File: src/rtl/crc_accel_pkg.sv
package crc_accel_pkg;

    localparam int WORD_W   = 32;
    localparam int BYTE_W   = 8;
    localparam int LANES    = WORD_W / BYTE_W;
    localparam int HALF_W   = WORD_W / 2;

    localparam logic [WORD_W-1:0] CTRL_MASK = 32'h0000_0F36;

    localparam int OFF_CTRL = 'h00;
    localparam int OFF_SET  = 'h04;
    localparam int OFF_CLR  = 'h08;
    localparam int OFF_DATA = 'h10;
    localparam int OFF_REV  = 'h20;

    typedef struct packed {
        logic [1:0] order;
        logic       bit_rev;
        logic       force_byte;
        logic [1:0] poly;
        logic       enable;
        logic       seed_ones;
    } ctrl_t;

    function automatic logic [WORD_W-1:0] poly_value(input logic [1:0] sel);
        case (sel)
            2'd0:    return 32'h04C1_1DB7;
            2'd1:    return 32'h0000_1021;
            2'd2:    return 32'h0000_3D65;
            default: return 32'h0000_8005;
        endcase
    endfunction

    function automatic logic poly_is_wide(input logic [1:0] sel);
        return sel == 2'd0;
    endfunction

    function automatic logic [WORD_W-1:0] ctrl_to_word(input ctrl_t c);
        logic [WORD_W-1:0] w;
        w        = '0;
        w[1]     = c.seed_ones;
        w[2]     = c.enable;
        w[5:4]   = c.poly;
        w[8]     = c.force_byte;
        w[9]     = c.bit_rev;
        w[11:10] = c.order;
        return w;
    endfunction

    function automatic ctrl_t word_to_ctrl(input logic [WORD_W-1:0] w);
        ctrl_t c;
        c.seed_ones  = w[1];
        c.enable     = w[2];
        c.poly       = w[5:4];
        c.force_byte = w[8];
        c.bit_rev    = w[9];
        c.order      = w[11:10];
        return c;
    endfunction

    function automatic logic [WORD_W-1:0] mirror_word(input logic [WORD_W-1:0] w);
        logic [WORD_W-1:0] r;
        for (int i = 0; i < WORD_W; i++) r[i] = w[WORD_W-1-i];
        return r;
    endfunction

endpackage

File: src/rtl/crc_input_stage.sv
module crc_input_stage
    import crc_accel_pkg::*;
(
    input  logic [WORD_W-1:0] word_in,
    input  logic              bit_rev,
    input  logic [1:0]        order,
    input  logic              byte_access,
    output logic [WORD_W-1:0] word_out
);

    logic [WORD_W-1:0] ordered;

    always_comb begin
        ordered = word_in;
        if (!byte_access) begin
            case (order)
                2'd1: ordered = {word_in[23:16], word_in[31:24], word_in[7:0], word_in[15:8]};
                2'd2: ordered = {word_in[7:0], word_in[15:8], word_in[23:16], word_in[31:24]};
                default: ordered = word_in;
            endcase
        end
    end

    for (genvar g = 0; g < LANES; g++) begin : g_lane
        for (genvar b = 0; b < BYTE_W; b++) begin : g_bit
            assign word_out[g*BYTE_W + b] =
                bit_rev ? ordered[g*BYTE_W + (BYTE_W-1-b)] : ordered[g*BYTE_W + b];
        end
    end

endmodule

File: src/rtl/crc_byte_step.sv
module crc_byte_step
    import crc_accel_pkg::*;
(
    input  logic [WORD_W-1:0] crc_in,
    input  logic [BYTE_W-1:0] byte_in,
    input  logic [1:0]        poly_sel,
    output logic [WORD_W-1:0] crc_out
);

    logic [WORD_W-1:0] poly;
    logic              wide;

    assign poly = poly_value(poly_sel);
    assign wide = poly_is_wide(poly_sel);

    always_comb begin
        logic [WORD_W-1:0] c;
        logic              top;
        if (wide) c = crc_in ^ {byte_in, {(WORD_W-BYTE_W){1'b0}}};
        else      c = {{HALF_W{1'b0}}, crc_in[HALF_W-1:0] ^ {byte_in, {(HALF_W-BYTE_W){1'b0}}}};
        for (int i = 0; i < BYTE_W; i++) begin
            top = wide ? c[WORD_W-1] : c[HALF_W-1];
            c   = {c[WORD_W-2:0], 1'b0} ^ (top ? poly : '0);
            if (!wide) c[WORD_W-1:HALF_W] = '0;
        end
        crc_out = c;
    end

endmodule

File: src/rtl/crc_accel.sv
module crc_accel
    import crc_accel_pkg::*;
#(
    parameter int ADDR_W = 6
) (
    input  logic              clk,
    input  logic              rst_n,
    input  logic              bus_wr,
    input  logic [ADDR_W-1:0] bus_addr,
    input  logic              bus_wsize,
    input  logic [WORD_W-1:0] bus_wdata,
    output logic [WORD_W-1:0] bus_rdata
);

    typedef struct packed {
        ctrl_t             ctrl;
        logic [WORD_W-1:0] acc;
    } state_t;

    state_t st_d, st_q;

    logic hit_ctrl, hit_set, hit_clr, hit_data, hit_rev;
    assign hit_ctrl = bus_addr == ADDR_W'(OFF_CTRL);
    assign hit_set  = bus_addr == ADDR_W'(OFF_SET);
    assign hit_clr  = bus_addr == ADDR_W'(OFF_CLR);
    assign hit_data = bus_addr == ADDR_W'(OFF_DATA);
    assign hit_rev  = bus_addr == ADDR_W'(OFF_REV);

    logic byte_access;
    assign byte_access = !bus_wsize || st_q.ctrl.force_byte;

    logic [WORD_W-1:0] prepped;

    crc_input_stage u_in (
        .word_in    (bus_wdata),
        .bit_rev    (st_q.ctrl.bit_rev),
        .order      (st_q.ctrl.order),
        .byte_access(byte_access),
        .word_out   (prepped)
    );

    logic [LANES:0][WORD_W-1:0] chain;
    logic [LANES-1:0][BYTE_W-1:0] feed;
    assign chain[0] = st_q.acc;

    for (genvar k = 0; k < LANES; k++) begin : g_step
        if (k == 0) begin : g_first
            assign feed[k] = byte_access ? prepped[BYTE_W-1:0]
                                         : prepped[(LANES-1)*BYTE_W +: BYTE_W];
        end else begin : g_rest
            assign feed[k] = prepped[(LANES-1-k)*BYTE_W +: BYTE_W];
        end
        crc_byte_step u_step (
            .crc_in  (chain[k]),
            .byte_in (feed[k]),
            .poly_sel(st_q.ctrl.poly),
            .crc_out (chain[k+1])
        );
    end

    logic [WORD_W-1:0] crc_next;
    assign crc_next = byte_access ? chain[1] : chain[LANES];

    always_comb begin
        st_d = st_q;
        if (bus_wr) begin
            if (hit_ctrl) st_d.ctrl = word_to_ctrl(bus_wdata);
            if (hit_set)  st_d.ctrl = word_to_ctrl(ctrl_to_word(st_q.ctrl) | bus_wdata);
            if (hit_clr)  st_d.ctrl = word_to_ctrl(ctrl_to_word(st_q.ctrl) & ~bus_wdata);
            if ((hit_ctrl || hit_set) && bus_wdata[0]) begin
                st_d.acc = st_d.ctrl.seed_ones ? '1 : '0;
            end else if (hit_data && st_q.ctrl.enable) begin
                st_d.acc = crc_next;
            end
        end
    end

    always_ff @(posedge clk or negedge rst_n) begin
        if (!rst_n) st_q <= '0;
        else        st_q <= st_d;
    end

    logic [WORD_W-1:0] result, result_rev;

    always_comb begin
        if (poly_is_wide(st_q.ctrl.poly)) begin
            result     = st_q.acc;
            result_rev = mirror_word(st_q.acc);
        end else begin
            result     = {{HALF_W{1'b0}}, st_q.acc[HALF_W-1:0]};
            result_rev = mirror_word({st_q.acc[HALF_W-1:0], {HALF_W{1'b0}}});
        end
    end

    always_comb begin
        bus_rdata = '0;
        if (hit_ctrl || hit_set || hit_clr) bus_rdata = ctrl_to_word(st_q.ctrl);
        else if (hit_data)                  bus_rdata = result;
        else if (hit_rev)                   bus_rdata = result_rev;
    end

endmodule

File: config.mk
export PLATFORM = sky130hd
export DESIGN_NAME = crc_accel
export DESIGN_NICKNAME = d
export VERILOG_FILES = /design/src/rtl/crc_accel_pkg.sv /design/src/rtl/crc_input_stage.sv /design/src/rtl/crc_byte_step.sv /design/src/rtl/crc_accel.sv
export SDC_FILE = /design/constraint.sdc
export NUM_CORES = 1
export LEC_CHECK = 0
export CAP_MARGIN = 20
export CELL_PAD_IN_SITES_DETAIL_PLACEMENT = 1
export CELL_PAD_IN_SITES_GLOBAL_PLACEMENT = 1
export CORE_UTILIZATION = 47
export DETAILED_ROUTE_END_ITERATION = 12
export PLACE_DENSITY = 0.86
export SYNTH_ARGS = -nofsm -noshare
export SYNTH_HDL_FRONTEND = slang
export SYNTH_SLANG_ARGS = --single-unit
File: constraint.sdc
create_clock -name clk -period 14.7 [get_ports clk]
set_clock_uncertainty 0.1 [all_clocks]
set_input_delay 2.94 -clock clk [delete_from_list [all_inputs] [get_ports clk]]
set_output_delay 2.94 -clock clk [all_outputs]
set_load 0.05 [all_outputs]
==> metrics.md, run 1 <==
| Metric | Value |
|---|---|
| Total wire length | 72330 um |
| Routed WL per cell | 27.87 um |
| Clock buffer depth | 2 |
| Sequential standard cell area | 0.001010 mm2 |
| Post-Synth Adder-Cell Area | 0.001659 |
| First-pass GRT wire length | 107400 um |
| Hold Worst Slack | 0.4484 ns |
| Nets | 2235 |
| Max-cap violation count | 0 |
| Top cells by area, synth | xnor2_1, dfrtp_1, xor2_1 |
| Area leader, netlist | xnor2_1 |
| H-tree depth | 2 |
| All-Layer GR Usage | 0.4218 |
| CP startpoint kind | primary input |
| Worst Setup EP | chain[12] |
| Synth Flop Type | dfrtp_1 |
| Placed insts | 2567 |
| R2R Path End | chain[12] |
| Endpoints failing setup | 0 |
| CP startpoint | bus_wsize |
| Global route overflow | 0 |
| Worst path most repeated cell | xnor3_2 |
| Setup slack, reg-to-reg | 1.99 ns |
| Post-synthesis register bit count | 40 |
| Number of enable flip-flop cells after synthesis | 0 |
| Max Slew Vio Count | 0 |
| Sequential fraction of the synthesis area | 0.06635 |
| Syn Nets | 2163 |
| Synth Area in Compound Gates | 0.3046 |
| Req. time, crit path | 14.78 ns |
| Fraction of registers with async set or reset after synthesis | 1.000 |
| Count of different cell masters after synthesis | 115 |
| CP max stage delay | 0.60 ns |
| Most frequent cells after synthesis | xnor2_1, nand2_1, nor2_1, a21oi_1, o21ai_0 |
| Buffers on Ports | 73 |
| Post-Synthesis Mean Instance Area | 7.120 um2 |
| Max Freq | 69.17 MHz |
| Clock sink total | 40 |
| Hold crit path type | reg -> reg |
| XOR/XNOR Fraction of Synth Area | 0.3079 |
| Post-Syn Area | 0.01509 mm2 |
| Layout Cells excl Fill | 2595 |
| Die area | 0.03282 mm2 |
| DRC errors left | 0 |
| Avg Vias per Cell | 6.915 |
| Arrival time worst endpoint | 14.53 ns |
| Core outline area | 0.03156 mm2 |
| DIE WIDTH | 181.2 um |
| Routing usage on met3 | 0.07458 |
| Initial antenna violation count | 0 |
| # rows | 65 |
| CTS tree | yes |
| Clock insertion delay at the later pin of the skew report | 0.29 ns |
| GR Layer Usage met1 | 0.5369 |
| Gpl congestion | 1.007 |
| Post-synthesis cell count | 2119 |
| Fin. Hold Viols | 0 |
| Die Y | 181.2 um |
| Most used routing layer | met2 |
| Fin crit share | 0.9835 |
| DRT antenna net count | 0 |
| Post-synth top area share | 0.1887 |
| DP HPWL | 54850 um |
| DRT Pass-1 Iters | 6 |
| CP delay by family, top | compound AO/OA/AOI/OAI gates |
| Count leader, synth | xnor2_1 |
| Largest net degree at the start of global routing | 148 |
| Yosys warns | 0 |
| Vias in the first global route | 17421 |
| CTS buffer count | 5 |
| Starting DRC count in detailed routing | 2112 |
| Setup_tns | 0 ns |
| Initial core utilization | 0.4781 |
| Multi-input logic area | 0.01371 mm2 |
| Final Cell Area | 0.01733 mm2 |
| Crit path depth | 39 |
| Outcome | completed |
| Worst slew pin tran | 1.102 ns |
| Total vias in the final route | 17944 |
| Largest family of logic cells by synthesized area | XOR/XNOR gates |
| Root buffer cell | clkbuf_16 |
| Reg2reg start | st_q[34] |
| Fillcell total | 4026 |
| CP max stage cell | or4_4 |
| Synth Area in Simple Gates | 0.2053 |
| Area delta synth->final | 14.89% |
| Boundary Pins | 74 |
| Rel. slew slack | 0.2604 |
| Worst-path clk slew | 0.06 ns |
| Met2 track demand over resource | 0.6665 |
| Final min period | 14.46 ns |
| Layout cell share with drive strength beyond 1 | 0.1432 |
| Reg2reg path depth | 40 |
| Worst-path fanout max | 7 |
| Area after DPL | 0.01668 mm2 |
| Critical path type | in -> reg |
| WP buf/inv | 3 |
| Crit. End Element | register |
| Share of synthesized area spent on multiplexers | 0.06436 |
## layout make-up
| type | instances | share of cell area |
|---|---|---|
| Antenna cell | 1 | 0.0001444 |
| Clock buffer | 5 | 0.007218 |
| Clock inverter | 3 | 0.002454 |
| Inverter | 29 | 0.006280 |
| Multi-Input combinational cell | 1897 | 0.7910 |
| Sequential cell | 40 | 0.05825 |
| Tap cell | 402 | 0.02902 |
| Timing Repair Buffer | 218 | 0.1056 |
## registers in the layout (all words and copies together) (netlist names)
| signal | flops |
|---|---|
| chain | 32 |
| st_q | 8 |
## worst register-to-register path: cells and delay by family, from the launching register on
kind                      cells  cell delay [ns]
AOI/OAI and AO/OA            15             3.86
xor gates and xnor gates     11             3.13
buffers and inverters         3             1.06
DFF                           1             0.93
muxes                         1             0.35
and+or+nand+nor              10             3.16
## cell usage in the layout, fill, tap and decap left out, types with 13 or more instances in the layout
cell type,netlist,final
inv_1,28,27
xnor2_2,12,19
mux2_2,17,17
a21oi_1,167,162
o22ai_1,15,14
clkdlybuf4s50_1,0,72
and3_1,20,20
or3_1,19,19
nor2_1,210,206
a22o_1,45,45
mux2i_1,61,56
xor2_1,114,110
o211ai_1,25,25
nand3_1,36,36
nor3_1,45,44
a31oi_1,16,16
dfrtp_1,40,37
xnor2_1,325,315
and2_1,15,15
o21ai_0,133,130
nand2_1,222,221
o211a_1,13,13
a22oi_1,38,38
o21ai_1,22,25
a211oi_1,35,31
buf_4,7,143
## what timing repair did
item	in CTS	in global routing
hold buffers	0	0
endpoints found under the setup margin	0	25
buffers inserted	0	17
resized for setup	0	60
## routing by layer
metal / up-vias / part of all wire
met2: 1121 / 0.44
met4: 0 / 0.072
met1: 8755 / 0.39
met3: 298 / 0.098
met5: - / 0
li1: 7770 / -
## per-stage QoR
step,setup slack (ns),utilization
2_1_floorplan,1.190,-
3_3_place_gp,0.1408,0.5284
3_5_place_dp,-0.1495,0.5286
4_1_cts,0.1273,0.5339
5_1_grt,-0.09594,0.5492
6_report,0.2429,0.5493
## cell families after synthesis
family	Yosys count
XOR/XNOR	479
AND/OR/NAND/NOR	663
multiplexers	86
buffers and inverters	183
flip-flops	40
adder cells (fa/ha/maj)	2
AO/OA/AOI/OAI	666
## how the worst min path moves through the flow
stage                            to  depth (start not counted)      start  slack (ns)
after global placement     st_q[32]                          1   st_q[32]        0.42
final                     chain[31]                          2  chain[31]        0.45
after CTS                  st_q[32]                          1   st_q[32]        0.44
after global routing       st_q[33]                          1   st_q[33]        0.46
after detailed placement   st_q[32]                          1   st_q[32]        0.42
after floorplan           chain[31]                          2  chain[31]        0.37
Power of run 1 is left out: the tool's default activity adds up to more than one toggle a clock period on the data nets, which glitch-free logic cannot reach.
==> inputs of run 2 (changes only) <==
--- a/config.mk
+++ b/config.mk
@@ -11,6 +11,7 @@
 export CORE_UTILIZATION = 47
 export DETAILED_ROUTE_END_ITERATION = 12
 export PLACE_DENSITY = 0.86
+export SETUP_SLACK_MARGIN = 0.4
 export SYNTH_ARGS = -nofsm -noshare
 export SYNTH_HDL_FRONTEND = slang
 export SYNTH_SLANG_ARGS = --single-unit
==> constraint.sdc (replaced) <==
create_clock -name clk -period 14.7 [get_ports clk]
set_clock_uncertainty 0.1 [all_clocks]
set_input_delay 2.94 -clock clk [delete_from_list [all_inputs] [get_ports clk]]
set_output_delay 2.94 -clock clk [all_outputs]
set_load 0.005 [all_outputs]
==> metrics.md, run 2 (same netlist as run 1, synthesis figures left out) <==
| Metric | Value |
|---|---|
| Outcome | completed |
| First-pass GRT wire length | 108000 um |
| Global route overflow | 0 |
| Clock buffer depth | 2 |
| Crit. End Element | register |
| CP max stage delay | 0.60 ns |
| Hold buffer count at CTS | 0 |
| Gpl congestion | 1.007 |
| Worst-path clk slew | 0.06 ns |
| Buffers on Ports | 73 |
| Avg Vias per Cell | 7.026 |
| Initial core utilization | 0.4781 |
| Commonest non-fill, non-tap cell in the layout | xnor2_1 |
| Max-cap violation count | 0 |
| Ant. Diodes | 0 |
| Root buffer cell | clkbuf_16 |
| Most used routing layer | met2 |
| Routing usage on met3 | 0.06229 |
| Max FFs per register | 32 |
| Hold crit path type | reg -> reg |
| Fin. Hold Viols | 0 |
| Starting DRC count in detailed routing | 2242 |
| DIE WIDTH | 181.2 um |
| All-Layer GR Usage | 0.4244 |
| Clock insertion delay at the later pin of the skew report | 0.29 ns |
| CP delay by family, top | XOR/XNOR gates |
| Vias in the first global route | 17523 |
| Arrival time worst endpoint | 14.36 ns |
| CTS tree | yes |
| Layout cell share with drive strength beyond 1 | 0.1704 |
| DRT Pass-1 Iters | 5 |
| Die area | 0.03282 mm2 |
| Rel. slew slack | 0.2339 |
| Largest net degree at the start of global routing | 148 |
| Core outline area | 0.03156 mm2 |
| Total vias in the final route | 18365 |
| Critical path type | in -> reg |
| Final Cell Area | 0.01786 mm2 |
| Setup_tns | 0 ns |
| CTS buffer count | 5 |
| H-tree depth | 2 |
| Met2 track demand over resource | 0.6714 |
| WP buf/inv | 2 |
| Fin crit share | 0.9713 |
| Req. time, crit path | 14.79 ns |
| DP HPWL | 54850 um |
| Initial antenna violation count | 2 |
| # rows | 65 |
| Boundary Pins | 74 |
| Nets | 2255 |
| Commonest cells after routing, fill and taps aside | xnor2_1, nand2_1, nor2_1, buf_4, a21oi_1 |
| Fillcell total | 3975 |
| Final min period | 14.28 ns |
| Hold Worst Slack | 0.4505 ns |
| Worst slew pin tran | 1.142 ns |
| Total wire length | 74320 um |
| Worst path most repeated cell | xnor2_1 |
| Clock sink total | 40 |
| DRT antenna net count | 0 |
| DRC errors left | 0 |
| Max Slew Vio Count | 0 |
| Area after DPL | 0.01668 mm2 |
| Endpoints failing setup | 0 |
| CP startpoint kind | primary input |
| Area delta synth->final | 18.37% |
| Worst-path fanout max | 7 |
| GR Layer Usage met1 | 0.5458 |
| Die Y | 181.2 um |
| RSZ-0062 raised after global routing | true |
| CP max stage cell | xnor3_2 |
| Routed WL per cell | 28.43 um |
| Max Freq | 70.04 MHz |
run 2: timing repair:
item | 4_1_cts | 5_1_grt
endpoints found under the setup margin | 20 | 26
gates resized for setup | 14 | 109
gates cloned | 1 | 0
buffers inserted | 8 | 29
pin swaps | 3 | 35
run 2: area by class of cell:
class	instances	area [um2]	area share
inverters	29	108.9	0.006095
clock buffers	5	125.1	0.007006
multi-input cells	1897	14080	0.7886
well taps	402	503.0	0.02817
repair buffers	238	1987	0.1113
flip-flops and latches	40	1010	0.05654
clock inverters	3	42.54	0.002382
run 2: final timing paths:
check / start / endpoint / slack [ns] / cells past startpoint
worst max register to register: st_q[34] / chain[14] / 2.00 / 45
worst max-delay path: bus_wdata[0] / chain[14] / 0.42 / 38
worst min-delay path: chain[31] / chain[31] / 0.45 / 2
worst min register to register: chain[31] / chain[31] / 0.45 / 2
min in group asynchronous: rst_n / st_q[36] / 2.66 / 1
max in group asynchronous: rst_n / st_q[35] / 11.17 / 1
run 2: metrics by stage:
stage | utilization | worst slack (ns) | instances
after floorplan | - | 1.190 | 2119
after global placement | 0.5284 | 0.1408 | 2566
after detailed placement | 0.5286 | -0.1495 | 2567
after CTS | 0.5386 | 0.4621 | 2584
after global routing | 0.5659 | 0.06952 | 2614
final | 0.5659 | 0.4225 | 2614
run 2: routing by layer:
metal	part of all wire	routed length [um]
met1	0.39	28850
met2	0.44	32840
met3	0.096	7156
met4	0.073	5459
met5	0.00011	8
run 2: worst reg2reg max path, delay by kind of cell (launching register included):
kind | cells | cell delay [ns]
xor gates and xnor gates | 6 | 1.58
buffers and inverters | 7 | 1.79
muxes | 1 | 0.26
DFF | 1 | 0.93
AOI/OAI and AO/OA | 24 | 5.64
and+or+nand+nor | 7 | 2.31
Power of run 2 is left out for the same reason.
